==> src/rtl/hs_init_pkg.sv <==
package hs_init_pkg;
  localparam int ADDR_W       = 16;
  localparam int DATA_W       = 32;
  localparam int LANES_PER_RT = 4;
  localparam int NUM_RT       = 2;
  localparam int FEC_W        = 2;
  localparam int RT_FEC_BITS  = LANES_PER_RT * FEC_W;
  localparam int FEC_BITS     = NUM_RT * RT_FEC_BITS;
  localparam int FEC_LSB      = 8;

  localparam logic [ADDR_W-1:0] A_CTRL  = 16'h1000;
  localparam logic [ADDR_W-1:0] A_VER   = 16'h1004;
  localparam logic [ADDR_W-1:0] A_STS_A = 16'h1020;
  localparam logic [ADDR_W-1:0] A_STS_B = 16'h1024;

  typedef enum logic [7:0] {
    RT_OFF       = 8'd0,
    RT_4X10      = 8'd1,
    RT_4X25      = 8'd2,
    RT_2X25      = 8'd3,
    RT_2X25_2X10 = 8'd4,
    RT_1X25      = 8'd5
  } rt_mode_e;

  // Which lanes of a retimer run at 25G for a given mode ID
  function automatic logic [LANES_PER_RT-1:0] lanes_25g(input logic [7:0] mode);
    case (mode)
      RT_4X25:      lanes_25g = 4'b1111;
      RT_2X25:      lanes_25g = 4'b0011;
      RT_2X25_2X10: lanes_25g = 4'b0011;
      RT_1X25:      lanes_25g = 4'b0001;
      default:      lanes_25g = 4'b0000;
    endcase
  endfunction
endpackage

==> src/rtl/hs_init_ctrl.sv <==
module hs_init_ctrl
  import hs_init_pkg::*;
#(
  parameter int BUSY_CYCLES = 16
) (
  input  logic                clk,
  input  logic                rst_n,
  input  logic                legacy,
  input  logic                wr_hit,
  input  logic                req_start,
  input  logic [FEC_BITS-1:0] req_fec,
  output logic                start_q,
  output logic                done_q,
  output logic [FEC_BITS-1:0] fec_q
);
  localparam int CNT_W = $clog2(BUSY_CYCLES + 1);

  logic                start_d, done_d, busy_q, busy_d, accept;
  logic [CNT_W-1:0]    cnt_q, cnt_d;
  logic [FEC_BITS-1:0] fec_d;

  always_comb begin
    accept  = wr_hit && req_start && !legacy && !start_q && !done_q;
    start_d = start_q;
    done_d  = done_q;
    busy_d  = busy_q;
    cnt_d   = cnt_q;
    fec_d   = fec_q;
    if (legacy && !done_q) begin
      done_d = 1'b1;
    end else if (accept) begin
      start_d = 1'b1;
      fec_d   = req_fec;
      busy_d  = 1'b1;
      cnt_d   = CNT_W'(BUSY_CYCLES - 1);
    end else if (busy_q) begin
      if (cnt_q == '0) begin
        busy_d = 1'b0;
        done_d = 1'b1;
      end else begin
        cnt_d = cnt_q - 1'b1;
      end
    end
  end

  always_ff @(posedge clk or negedge rst_n) begin
    if (!rst_n) begin
      start_q <= 1'b0;
      done_q  <= 1'b0;
      busy_q  <= 1'b0;
      cnt_q   <= '0;
      fec_q   <= '0;
    end else begin
      start_q <= start_d;
      done_q  <= done_d;
      busy_q  <= busy_d;
      cnt_q   <= cnt_d;
      fec_q   <= fec_d;
    end
  end
endmodule

==> src/rtl/hs_lane_fec.sv <==
module hs_lane_fec
  import hs_init_pkg::*;
(
  input  logic [7:0]             mode,
  input  logic                   enable,
  input  logic [RT_FEC_BITS-1:0] fec_req,
  output logic [RT_FEC_BITS-1:0] fec_out
);
  logic [LANES_PER_RT-1:0] fast;
  assign fast = lanes_25g(mode);

  for (genvar l = 0; l < LANES_PER_RT; l++) begin : g_lane
    assign fec_out[l*FEC_W +: FEC_W] =
      (enable && fast[l]) ? fec_req[l*FEC_W +: FEC_W] : '0;
  end
endmodule

==> src/rtl/hs_init_regs.sv <==
module hs_init_regs
  import hs_init_pkg::*;
#(
  parameter int BUSY_CYCLES = 16
) (
  input  logic                clk,
  input  logic                rst_n,
  input  logic                bus_wr,
  input  logic [ADDR_W-1:0]   bus_addr,
  input  logic [DATA_W-1:0]   bus_wdata,
  output logic [DATA_W-1:0]   bus_rdata,
  input  logic [DATA_W-1:0]   fw_version,
  input  logic [7:0]          tgt_mode_a,
  input  logic [7:0]          tgt_mode_b,
  input  logic [7:0]          cfg_err_a,
  input  logic [7:0]          cfg_err_b,
  output logic                cfg_done,
  output logic [FEC_BITS-1:0] fec_applied
);
  logic                legacy, start_q, done_q;
  logic [FEC_BITS-1:0] fec_q;
  logic [7:0]          mode_arr [NUM_RT];
  logic [7:0]          err_arr  [NUM_RT];
  logic [DATA_W-1:0]   sts_arr  [NUM_RT];

  assign legacy = (fw_version[31:28] < 4'd3);

  hs_init_ctrl #(.BUSY_CYCLES(BUSY_CYCLES)) u_ctrl (
    .clk       (clk),
    .rst_n     (rst_n),
    .legacy    (legacy),
    .wr_hit    (bus_wr && (bus_addr == A_CTRL)),
    .req_start (bus_wdata[1]),
    .req_fec   (bus_wdata[FEC_LSB +: FEC_BITS]),
    .start_q   (start_q),
    .done_q    (done_q),
    .fec_q     (fec_q)
  );

  assign mode_arr[0] = tgt_mode_a;
  assign mode_arr[1] = tgt_mode_b;
  assign err_arr[0]  = cfg_err_a;
  assign err_arr[1]  = cfg_err_b;

  for (genvar r = 0; r < NUM_RT; r++) begin : g_rt
    hs_lane_fec u_lane (
      .mode    (mode_arr[r]),
      .enable  (done_q),
      .fec_req (fec_q[r*RT_FEC_BITS +: RT_FEC_BITS]),
      .fec_out (fec_applied[r*RT_FEC_BITS +: RT_FEC_BITS])
    );
    assign sts_arr[r] = done_q ? {16'h0, err_arr[r], mode_arr[r]} : '0;
  end

  assign cfg_done = done_q;

  always_comb begin
    case (bus_addr)
      A_CTRL:  bus_rdata = {8'h0, fec_q, 6'h0, start_q, done_q};
      A_VER:   bus_rdata = fw_version;
      A_STS_A: bus_rdata = sts_arr[0];
      A_STS_B: bus_rdata = sts_arr[1];
      default: bus_rdata = '0;
    endcase
  end
endmodule

==> config.mk <==
export PLATFORM = sky130hd
export DESIGN_NAME = hs_init_regs
export DESIGN_NICKNAME = d
export VERILOG_FILES = /design/src/rtl/hs_init_pkg.sv /design/src/rtl/hs_init_ctrl.sv /design/src/rtl/hs_lane_fec.sv /design/src/rtl/hs_init_regs.sv
export SDC_FILE = /design/constraint.sdc
export NUM_CORES = 1
export LEC_CHECK = 0
export ABC_AREA = 0
export CAP_MARGIN = 20
export CORE_MARGIN = 2
export CORE_UTILIZATION = 50
export CTS_CLUSTER_DIAMETER = 100
export DETAILED_ROUTE_END_ITERATION = 10
export DONT_BUFFER_PORTS = 1
export PLACE_DENSITY = 0.7
export SYNTH_ARGS = -nofsm -noshare
export SYNTH_HDL_FRONTEND = slang
export SYNTH_SLANG_ARGS = --single-unit
==> constraint.sdc <==
create_clock -name clk -period 2.25 [get_ports clk]
set_input_delay 0.1125 -clock clk [delete_from_list [all_inputs] [get_ports clk]]
set_output_delay 0.1125 -clock clk [all_outputs]
set_load 0.05 [all_outputs]
==> results of run 1 <==
==> repair_timing <==
| item | 4_1_cts | 5_1_grt |
|---|---|---|
| endpoints found under the setup margin | 16 | 8 |
| buffers inserted | 0 | 0 |
| hold buffers | 17 | 0 |
| gates resized for setup | 10 | 1 |
| hold endpoints to repair | 40 | 0 |
| cloned | 0 | 0 |
| pin swaps | 0 | 0 |
==> path summary, 6_finish.rpt <==
check	endpoint	from	slack, ns
max	fec_applied[4]	u_ctrl.done_q	0.07
min	u_ctrl.cnt_q[2]	rst_n	0.11
max reg2reg	u_ctrl.cnt_q[2]	u_ctrl.cnt_q[0]	0.36
min reg2reg	u_ctrl.fec_q[5]	u_ctrl.fec_q[5]	0.52
max in group asynchronous	u_ctrl.done_q	rst_n	1.73
min in group clk	u_ctrl.busy_q	fw_version[30]	0.23
==> cell usage in the layout (no fill, tap or decap), types with 3 or more instances in the layout <==
cell type	instances
buf_12	32
nand2_1	24
dfrtp_1	23
inv_1	21
dlygate4sd3_1	17
buf_4	14
and2_1	10
nand3_1	10
mux2_2	9
o221ai_1	9
o21ai_1	9
a22o_1	8
nor2_4	8
mux2_1	8
o2bb2ai_1	7
mux2i_1	6
o21ai_0	6
nor2b_1	5
and2_2	4
and2_4	4
nor2_1	3
or4b_2	3
nor3b_1	3
nor3_1	3
clkbuf_8	3
==> metrics by stage <==
stage,setup slack (ns),total power [mW],setup TNS (ns)
after floorplan,-0.0535,0.743,-0.482
after global placement,0.173,0.777,0
after detailed placement,0.138,0.798,0
after CTS,0.0210,1.21,0
after global routing,0.00564,1.29,0
final,0.0688,1.22,0
==> worst max-delay path, stage by stage, from the launching register on <==
cell and delay [ns]:
dfrtp_2 0.39, or4b_2 0.61, nor3_2 0.21, and3_1 0.26, and2_2 0.33
==> cell type report <==
| type | instances | area, um^2 |
|---|---|---|
| inverters | 21 | 78.8 |
| clock inverters | 1 | 30.0 |
| clock buffers | 3 | 41.3 |
| repair buffers | 64 | 931 |
| well taps | 48 | 60.1 |
| fillers | 230 | 653 |
| multi-input cells | 170 | 1290 |
| flip-flops and latches | 24 | 602 |
==> power by group <==
group          total, mW  leakage [nW]  internal, mW  switching [mW]
Combinational      0.290          1.00         0.146           0.144
Sequential         0.553         0.278         0.484          0.0699
Clock              0.377        0.0357         0.238           0.139
==> routing by layer <==
metal  wire length (um)  track usage [%]  part of all wire [%]  vias to the layer above
met3                485             5.11                   8.0                        8
met1               2190             30.0                    36                      918
met4                 81             7.14                   1.3                        0
met5                  0                0                     0                        -
li1                   -                -                     -                      942
met2               3290             52.5                    54                      103
==> registers in the layout (all words and copies together), names as in the netlist <==
name and cells:
u_ctrl.done_q 1, u_ctrl.busy_q 1, u_ctrl.start_q 1, u_ctrl.fec_q 16
u_ctrl.cnt_q 5
==> synthesized netlist by cell type, types with 2 or more instances <==
cell,instances
a21oi_1,2
a22o_1,8
clkbuf_1,6
nor3b_1,3
mux2i_1,6
or4b_2,3
or4_1,2
nand2_1,24
mux2_2,9
a31oi_1,2
o21ai_1,5
nand3_1,10
o21ai_0,10
buf_2,3
nor2_1,11
nor2b_1,5
mux2_1,8
inv_1,21
o221ai_1,9
and3b_1,2
buf_4,2
and2_1,18
dfrtp_1,24
ha_1,2
nor3_1,5
o211ai_1,2
o2bb2ai_1,7
==> cell families after synthesis <==
group / after synthesis
buffers and inverters: 32
DFF: 24
muxes: 23
adders and majority gates: 2
AOI/OAI and AO/OA: 50
and+or+nand+nor: 95
==> flow_summary.toml, run 1 <==
[sta]
relSlewSlack_pct = 63.8
whs_ns = 0.110
grt_setup_unrepaired = "false"
finalHoldViolCount = 0
maxSlewViolCount = 0
min_period_over_period_pct = 96.9
worst_pin_slew_ns = 0.539
max_freq_mhz = 458
layout_min_cycle_time_ns = 2.18
setup_violations = 0
fin_worst_skew_ns = 0.00170

[place]
place_congestion = 0.787
port_buffers = 0
hpwl_mm = 4.71
placed_cells = 309
placed_cell_area_um2 = 2760

[clock_tree]
htree_levels = 1
clkTransAtPathRegs_ns = 0.08
clk_latency_ns = 0.26
cts_tree = "done"
clk_path_buf_depth = 2
cts_made_buffers = 3
cts_root_buf = "clkbuf_8"
clock-sinks = 24

[floorplanning]
io_pins = 164
die_w_um = 66.3
die_h_um = 66.3
core_area_um2 = 3690
initial_utilization_pct = 52.5
num_rows = 22
floorplan.die_area_um2 = 4390

[yosys]
synth-simple-area-share_pct = 29.1
ys_ff_latch = 24
muxShareOfSynthArea_pct = 13.0
syn_area_per_cell_um2 = 8.58
synth_edf_count = 0
async_flop_share_pct = 100
ys_warn_count = 0
synth_fa_ha_area_share_pct = 1.29
yosysSeqAreaShare_pct = 31.0
syn-num-nets = 343
synth.area.top_cells = "dfrtp_1, and2_1, mux2_2"
syn_area_um2 = 1940
syn_inst = 226
synth_xor_area_share_pct = 0
yosysUniqueCellTypes = 44
synth_compound_area_share_pct = 18.9
yosysTopAreaCellShare_pct = 31.0
synth_ff_type = "dfrtp_1"
synth_top_area_cell = "dfrtp_1"
synth_top_family_by_area = "simple AND/OR/NAND/NOR gates"

[setup_path]
rr_worst_depth = 6
end_kind = "output pin"
worstSetupPathType = "flop to output pin"
cp_max_fo = 4
worstPathArrival_ns = 2.07
start_kind = "flop"
cp_data_required_time_ns = 2.14

[drt]
drt_first_pass_iters = 7
drt-total-wl_mm = 6.05
drtAntennaViolNets = 0
vias = 1971
drt_iter0_markers = 80
viasPerCell = 5.95
route.detailed.drc = 0
post_drt_wl_per_cell_um = 18.3

[layout]
drive_gt1_share_pct = 31.1
layout.cells.non_filler = 331
antenna_cells = 0
post-route-util_pct = 82.3
design_area_um2 = 3040
area_delta_synth_final_pct = 56.6
final_nets = 401

[power]
ir_drop_uv = 611
power_density_nw_per_um2 = 402
p_leak_nw = 1.32

[global_routing]
grt.overflow.total = 0
antenna_found_initial = 0
first_global_vias = 1932
grt_max_degree = 26
grt_pass1_wl_mm = 9.20
grt_usage_pct = 27.2

[run]
drv_cap = 0

[outcome]
status = "finished clean"

[hold_path]
hp-class = "input pin to async pin"
(Power assumes the default switching activity.)
==> run 2: changes to the inputs <==
- clock period: 2.25 -> 2.83 ns (I/O delays scaled with it)
==> run 2 against run 1 <==
Against the previous run:
- critical path type unchanged
- clock skew about the same
- highest routed layer unchanged
- critical path depth increased by 1
- total power decreased by 22%
- first-iteration DRC count decreased by 23%
- flip-flop and latch count unchanged
- the flow now finishes with violations (hold timing)
- register-to-register slack improved by 0.42 ns
- hold slack got worse by 0.11 ns
==> flow_summary.toml, run 2 (same netlist as run 1, synthesis figures left out) <==
[global_routing]
grt_pass1_wl_mm = 8.37
antenna_found_initial = 0
grt.overflow.total = 0
grt_usage_pct = 24.8
first_global_vias = 1785
grt_max_degree = 26

[sta]
layout_min_cycle_time_ns = 2.35
min_period_over_period_pct = 82.9
worst_pin_slew_ns = 0.514
max_freq_mhz = 426
fin_ws_ns = 0.483
grt_setup_unrepaired = "false"
setup_violations = 0
finalSetupTns_ns = 0
relSlewSlack_pct = 65.6
whs_ns = -0.00132
finalHoldViolCount = 2
fin_worst_skew_ns = 0.00214
maxSlewViolCount = 0

[clock_tree]
htree_levels = 1
post_cts_resized = 0
clk_path_buf_depth = 2
cts_setup_buffers = 0
clk_latency_ns = 0.27
holdBufCountCts = 11
cts_tree = "done"
cts_root_buf = "clkbuf_8"
clkTransAtPathRegs_ns = 0.09
clock-sinks = 24
cts_made_buffers = 3

[setup_path]
start_kind = "flop"
slowest_stage = "or4b_2"
worstPathArrival_ns = 2.21
path_buf_inv = 1
end_kind = "output pin"
worstSetupPathType = "flop to output pin"
crit_path_max_incr_delay_ns = 0.59
path_cells = "or4b_2 > nor3_1 > and3b_1 > and2_1 > buf_4"
cp_data_required_time_ns = 2.69
critPathTopFamily = "simple AND/OR/NAND/NOR gates"
cp_max_fo = 4

[drt]
viasPerCell = 5.80
drtAntennaViolNets = 0
route.detailed.drc = 0
post_drt_wl_per_cell_um = 17.2
drt-total-wl_mm = 5.72
vias = 1925
drt_first_pass_iters = 4
drt_iter0_markers = 62

[power]
total_power_mw = 0.954
p_leak_nw = 1.24
ir_drop_uv = 347
power_density_nw_per_um2 = 375

[layout]
top_register = "u_ctrl.fec_q"
layout_common_cells = "buf_4, nand2_1, dfrtp_1, inv_1, and2_1"
antenna_cells = 0
final_common_cell = "buf_4"
regArea_um2 = 601
fillers = 309
largest_reg_flops = 16
final_nets = 402
reg_top3 = "u_ctrl.fec_q: 16 flops, u_ctrl.cnt_q: 5 flops"
area_delta_synth_final_pct = 31.2
multiInputGateArea_um2 = 1210
drive_gt1_share_pct = 26.8

[run]
drv_cap = 0

[place]
hpwl_mm = 4.36
port_buffers = 0
dp_worst_setup_slack_ns = 0.624
place_congestion = 0.826

[outcome]
violations = "hold timing"
status = "finished with violations"

[floorplanning]
initial_utilization_pct = 52.5
die_w_um = 66.3
floorplan.die_area_um2 = 4390
io_pins = 164
num_rows = 22
core_area_um2 = 3690
die_h_um = 66.3

[hold_path]
hp-class = "input pin to flop"
-- run 2: power by group --
part           switching (mW)  total, mW  internal, mW
Sequential             0.0519      0.436         0.385
Clock                   0.117      0.306         0.189
Combinational           0.104      0.211         0.107
-- run 2: area by class of cell --
type	instances	share of cell area [%]
inverter	21	3.10
clock buffer	3	1.62
multi-input combinational	170	47.4
clock inverter	1	1.18
tap	48	2.36
timing repair buffer	65	20.7
sequential	24	23.6
-- run 2: final timing paths --
path	cells past startpoint	slack, ns	endpoint	start
max	5	0.48	fec_applied[12]	u_ctrl.done_q
min	2	-0.001	u_ctrl.fec_q[0]	bus_wdata[8]
max reg2reg	5	0.78	u_ctrl.fec_q[4]	u_ctrl.done_q
min reg2reg	1	0.52	u_ctrl.fec_q[14]	u_ctrl.fec_q[14]
max in group asynchronous	2	2.35	u_ctrl.fec_q[0]	rst_n
min in group asynchronous	2	0.33	u_ctrl.cnt_q[1]	rst_n
-- run 2: worst reg2reg max path, delay by kind of cell, from the launching register on --
kind                   cells  cell delay, ns
buffers and inverters      2            0.44
flip-flops                 1            0.40
AND/OR/NAND/NOR            2            0.73
multiplexers               1            0.37
-- run 2: per-layer routing --
metal / vias up / routed length [um] / track usage (%) / share of wire [%]
li1: 937 / - / - / -
met1: 887 / 2190 / 28.5 / 38
met2: 93 / 2990 / 47.1 / 52
met3: 8 / 463 / 3.75 / 8.1
met4: 0 / 74 / 6.63 / 1.3
met5: - / 0 / 0 / 0
-- run 2: per-stage QoR --
step                      utilization (%)  cells  cell area, um^2
after floorplan                         -    226             1940
after global placement               63.7    317             2350
after detailed placement             63.7    317             2350
after CTS                            68.9    332             2540
after global routing                 68.9    332             2540
final                                68.9    332             2540
==> run 3: changes to the inputs <==
- ABC_AREA: 0 -> 1
- clock period: 2.83 -> 2.31 ns (I/O delays scaled with it)
==> run 3 against run 2 <==
Against the previous run:
- the run now ends clean
- flip-flop and latch count unchanged
- clock skew decreased by 0.0012 ns
- count of clock-buffer cells in the layout increased by 1
- highest routed layer unchanged
- combinational power is 63% lower
- non-clock buffer count shrank 4
- wire length increased by 7.2%
- core utilization down 1.9 points
- synthesized cell count is 53% higher
==> flow_summary.toml, run 3 <==
[outcome]
status = "finished clean"

[layout]
top_register = "u_ctrl.fec_q"
layout_common_cells = "nand2_1, inv_1, nand3_1, buf_4, nor2_1"
final_nets = 518
regArea_um2 = 601
final_common_cell = "nand2_1"
reg_top3 = "u_ctrl.fec_q: 16 flops, u_ctrl.cnt_q: 5 flops"
largest_reg_flops = 16
antenna_cells = 0
multiInputGateArea_um2 = 1160
drive_gt1_share_pct = 15.8
area_delta_synth_final_pct = 28.6
design_area_um2 = 2680
fillers = 365

[setup_path]
worstSetupPathType = "flop to output pin"
end_kind = "output pin"
crit_path_max_incr_delay_ns = 0.35
rr_endpoint = "u_ctrl.fec_q[14]"
slowest_stage = "dfrtp_1"
rr_worst_depth = 7
reg2reg_from = "u_ctrl.done_q"
critPathTopFamily = "simple AND/OR/NAND/NOR gates"
cp_max_fo = 5
path_cells = "inv_1 > nor3_1 > nand2_1 > nand2_1 > inv_1 > nand2_1 > nand2_1 > inv_1 > buf_12"
path_common_cell = "nand2_1"
worstPathArrival_ns = 1.83
cp_data_required_time_ns = 2.19
path_buf_inv = 4
start_kind = "flop"
r2r_setup_slack_ns = 0.70

[drt]
viasPerCell = 5.20
route.detailed.drc = 0
drtAntennaViolNets = 0
post_drt_wl_per_cell_um = 13.6
drt_first_pass_iters = 5
drt_iter0_markers = 116
vias = 2339
drt-total-wl_mm = 6.13

[clock_tree]
cts_made_buffers = 3
htree_levels = 1
cts_setup_buffers = 0
clk_latency_ns = 0.26
post_cts_resized = 0
holdBufCountCts = 17
cts_root_buf = "clkbuf_8"
clk_path_buf_depth = 2
clock-sinks = 24
cts_tree = "done"
clkTransAtPathRegs_ns = 0.08

[power]
p_seq_share_pct = 54.3
p_leak_nw = 1.55
p_int_mw = 0.609
power_density_nw_per_um2 = 288
ir_drop_uv = 349
clkPwrFrac_pct = 35.4
comb_power_share_pct = 10.2
p_sw_mw = 0.163
switching_share_pct = 21.1

[sta]
maxSlewViolCount = 0
finalSetupTns_ns = 0
min_period_over_period_pct = 84.2
max_freq_mhz = 514
setup_violations = 0
layout_min_cycle_time_ns = 1.95
worst_pin_slew_ns = 0.535
fin_worst_skew_ns = 0.000893
finalHoldViolCount = 0
relSlewSlack_pct = 64.2
grt_setup_unrepaired = "false"

[floorplanning]
num_rows = 23
initial_utilization_pct = 52.1
core_area_um2 = 4000
die_h_um = 68.6
floorplan.die_area_um2 = 4700
die_w_um = 68.6
io_pins = 164

[place]
place_congestion = 0.867
placed_cell_area_um2 = 2430
hpwl_mm = 4.71
port_buffers = 0

[global_routing]
met1_usage_pct = 30.9
grt_max_degree = 32
antenna_found_initial = 0
use_met3_pct = 6.01
gr-max-usage-layer = "met2"
use_met2_pct = 45.3
grt_pass1_wl_mm = 9.02
grt.overflow.total = 0
grt_usage_pct = 25.6
first_global_vias = 2071

[run]
drv_cap = 0

[yosys]
yosysTopAreaCellShare_pct = 28.8
ys_warn_count = 0
synth.area.top_cells = "dfrtp_1, nand2_1, nand3_1"
synth_edf_count = 0
syn_area_per_cell_um2 = 6.05
synth_top_area_cell = "dfrtp_1"
syn_inst = 345
async_flop_share_pct = 100
syn-num-nets = 462
ys_ff_latch = 24
yosysSeqAreaShare_pct = 28.8
synth_ff_type = "dfrtp_1"
yosysUniqueCellTypes = 29
syn_area_um2 = 2090
ys_top_cells_by_count = "nand2_1, inv_1, nand3_1"
yosysMostFrequentCell = "nand2_1"

[hold_path]
hp-class = "input pin to async pin"
run 3: final cells by class:
cell class                 instances  share of cell area, %
timing repair buffer              61                   20.3
clock buffer                       4                   2.05
inverter                          67                   9.43
tap                               50                   2.33
multi-input combinational        244                   43.4
sequential                        24                   22.4
run 3: cell families (layout without fill, tap and decap cells):
| kind of cell | after synthesis | after routing | synth area share (%) |
|---|---|---|---|
| fa+ha+maj | 2 | 2 | 1.20 |
| buf+inv | 77 | 132 | 15.4 |
| flops | 24 | 24 | 28.8 |
| xor+xnor | 3 | 3 | 1.26 |
| compound gates | 30 | 30 | 7.26 |
| simple gates | 209 | 209 | 46.1 |
run 3: metal layers:
metal	vias to the layer above	routed length [um]
li1	1191	-
met1	1036	2390
met2	106	3100
met3	6	560
met4	0	70
met5	-	0
run 3: how the worst max path moves through the flow:
stage                  startpoint         endpoint  slack, ns  cells past startpoint
finish              u_ctrl.done_q   fec_applied[9]       0.36                      9
global route        u_ctrl.done_q   fec_applied[9]       0.16                      9
CTS                 u_ctrl.done_q   fec_applied[9]       0.36                      9
detailed placement    bus_addr[9]     bus_rdata[2]       0.64                      9
global placement      bus_addr[8]    bus_rdata[12]       0.68                      9
floorplan           u_ctrl.done_q  fec_applied[10]       0.19                      6
run 3: power groups by stage:
stage | Combinational [mW] | Clock (mW) | Sequential (mW)
2_1_floorplan | 0.0346 | 0 | 0.428
3_3_place_gp | 0.0402 | 0 | 0.428
3_5_place_dp | 0.0412 | 0 | 0.428
4_1_cts | 0.0728 | 0.282 | 0.420
5_1_grt | 0.0892 | 0.307 | 0.420
6_report | 0.0790 | 0.274 | 0.420
run 3: through the flow:
stage               worst slack (ns)  total power, mW  hold WS (ns)  instances  util, %
global placement               0.680            0.468        -0.179        428     60.7
floorplan                      0.190            0.463        -0.180        345        -
detailed placement             0.643            0.469        -0.179        428     60.7
CTS                            0.362            0.775         0.185        449     66.3
finish                         0.364            0.772         0.186        450     67.0
global route                   0.161            0.816         0.182        450     67.0
run 3: worst register-to-register path: stages, from the launching register on:
cell and delay (ns):
dfrtp_1 0.38, inv_1 0.15, nand2_1 0.09, nor2_1 0.17, nand3_4 0.17, clkinv_2 0.34
nand2_1 0.12, o21ai_1 0.10
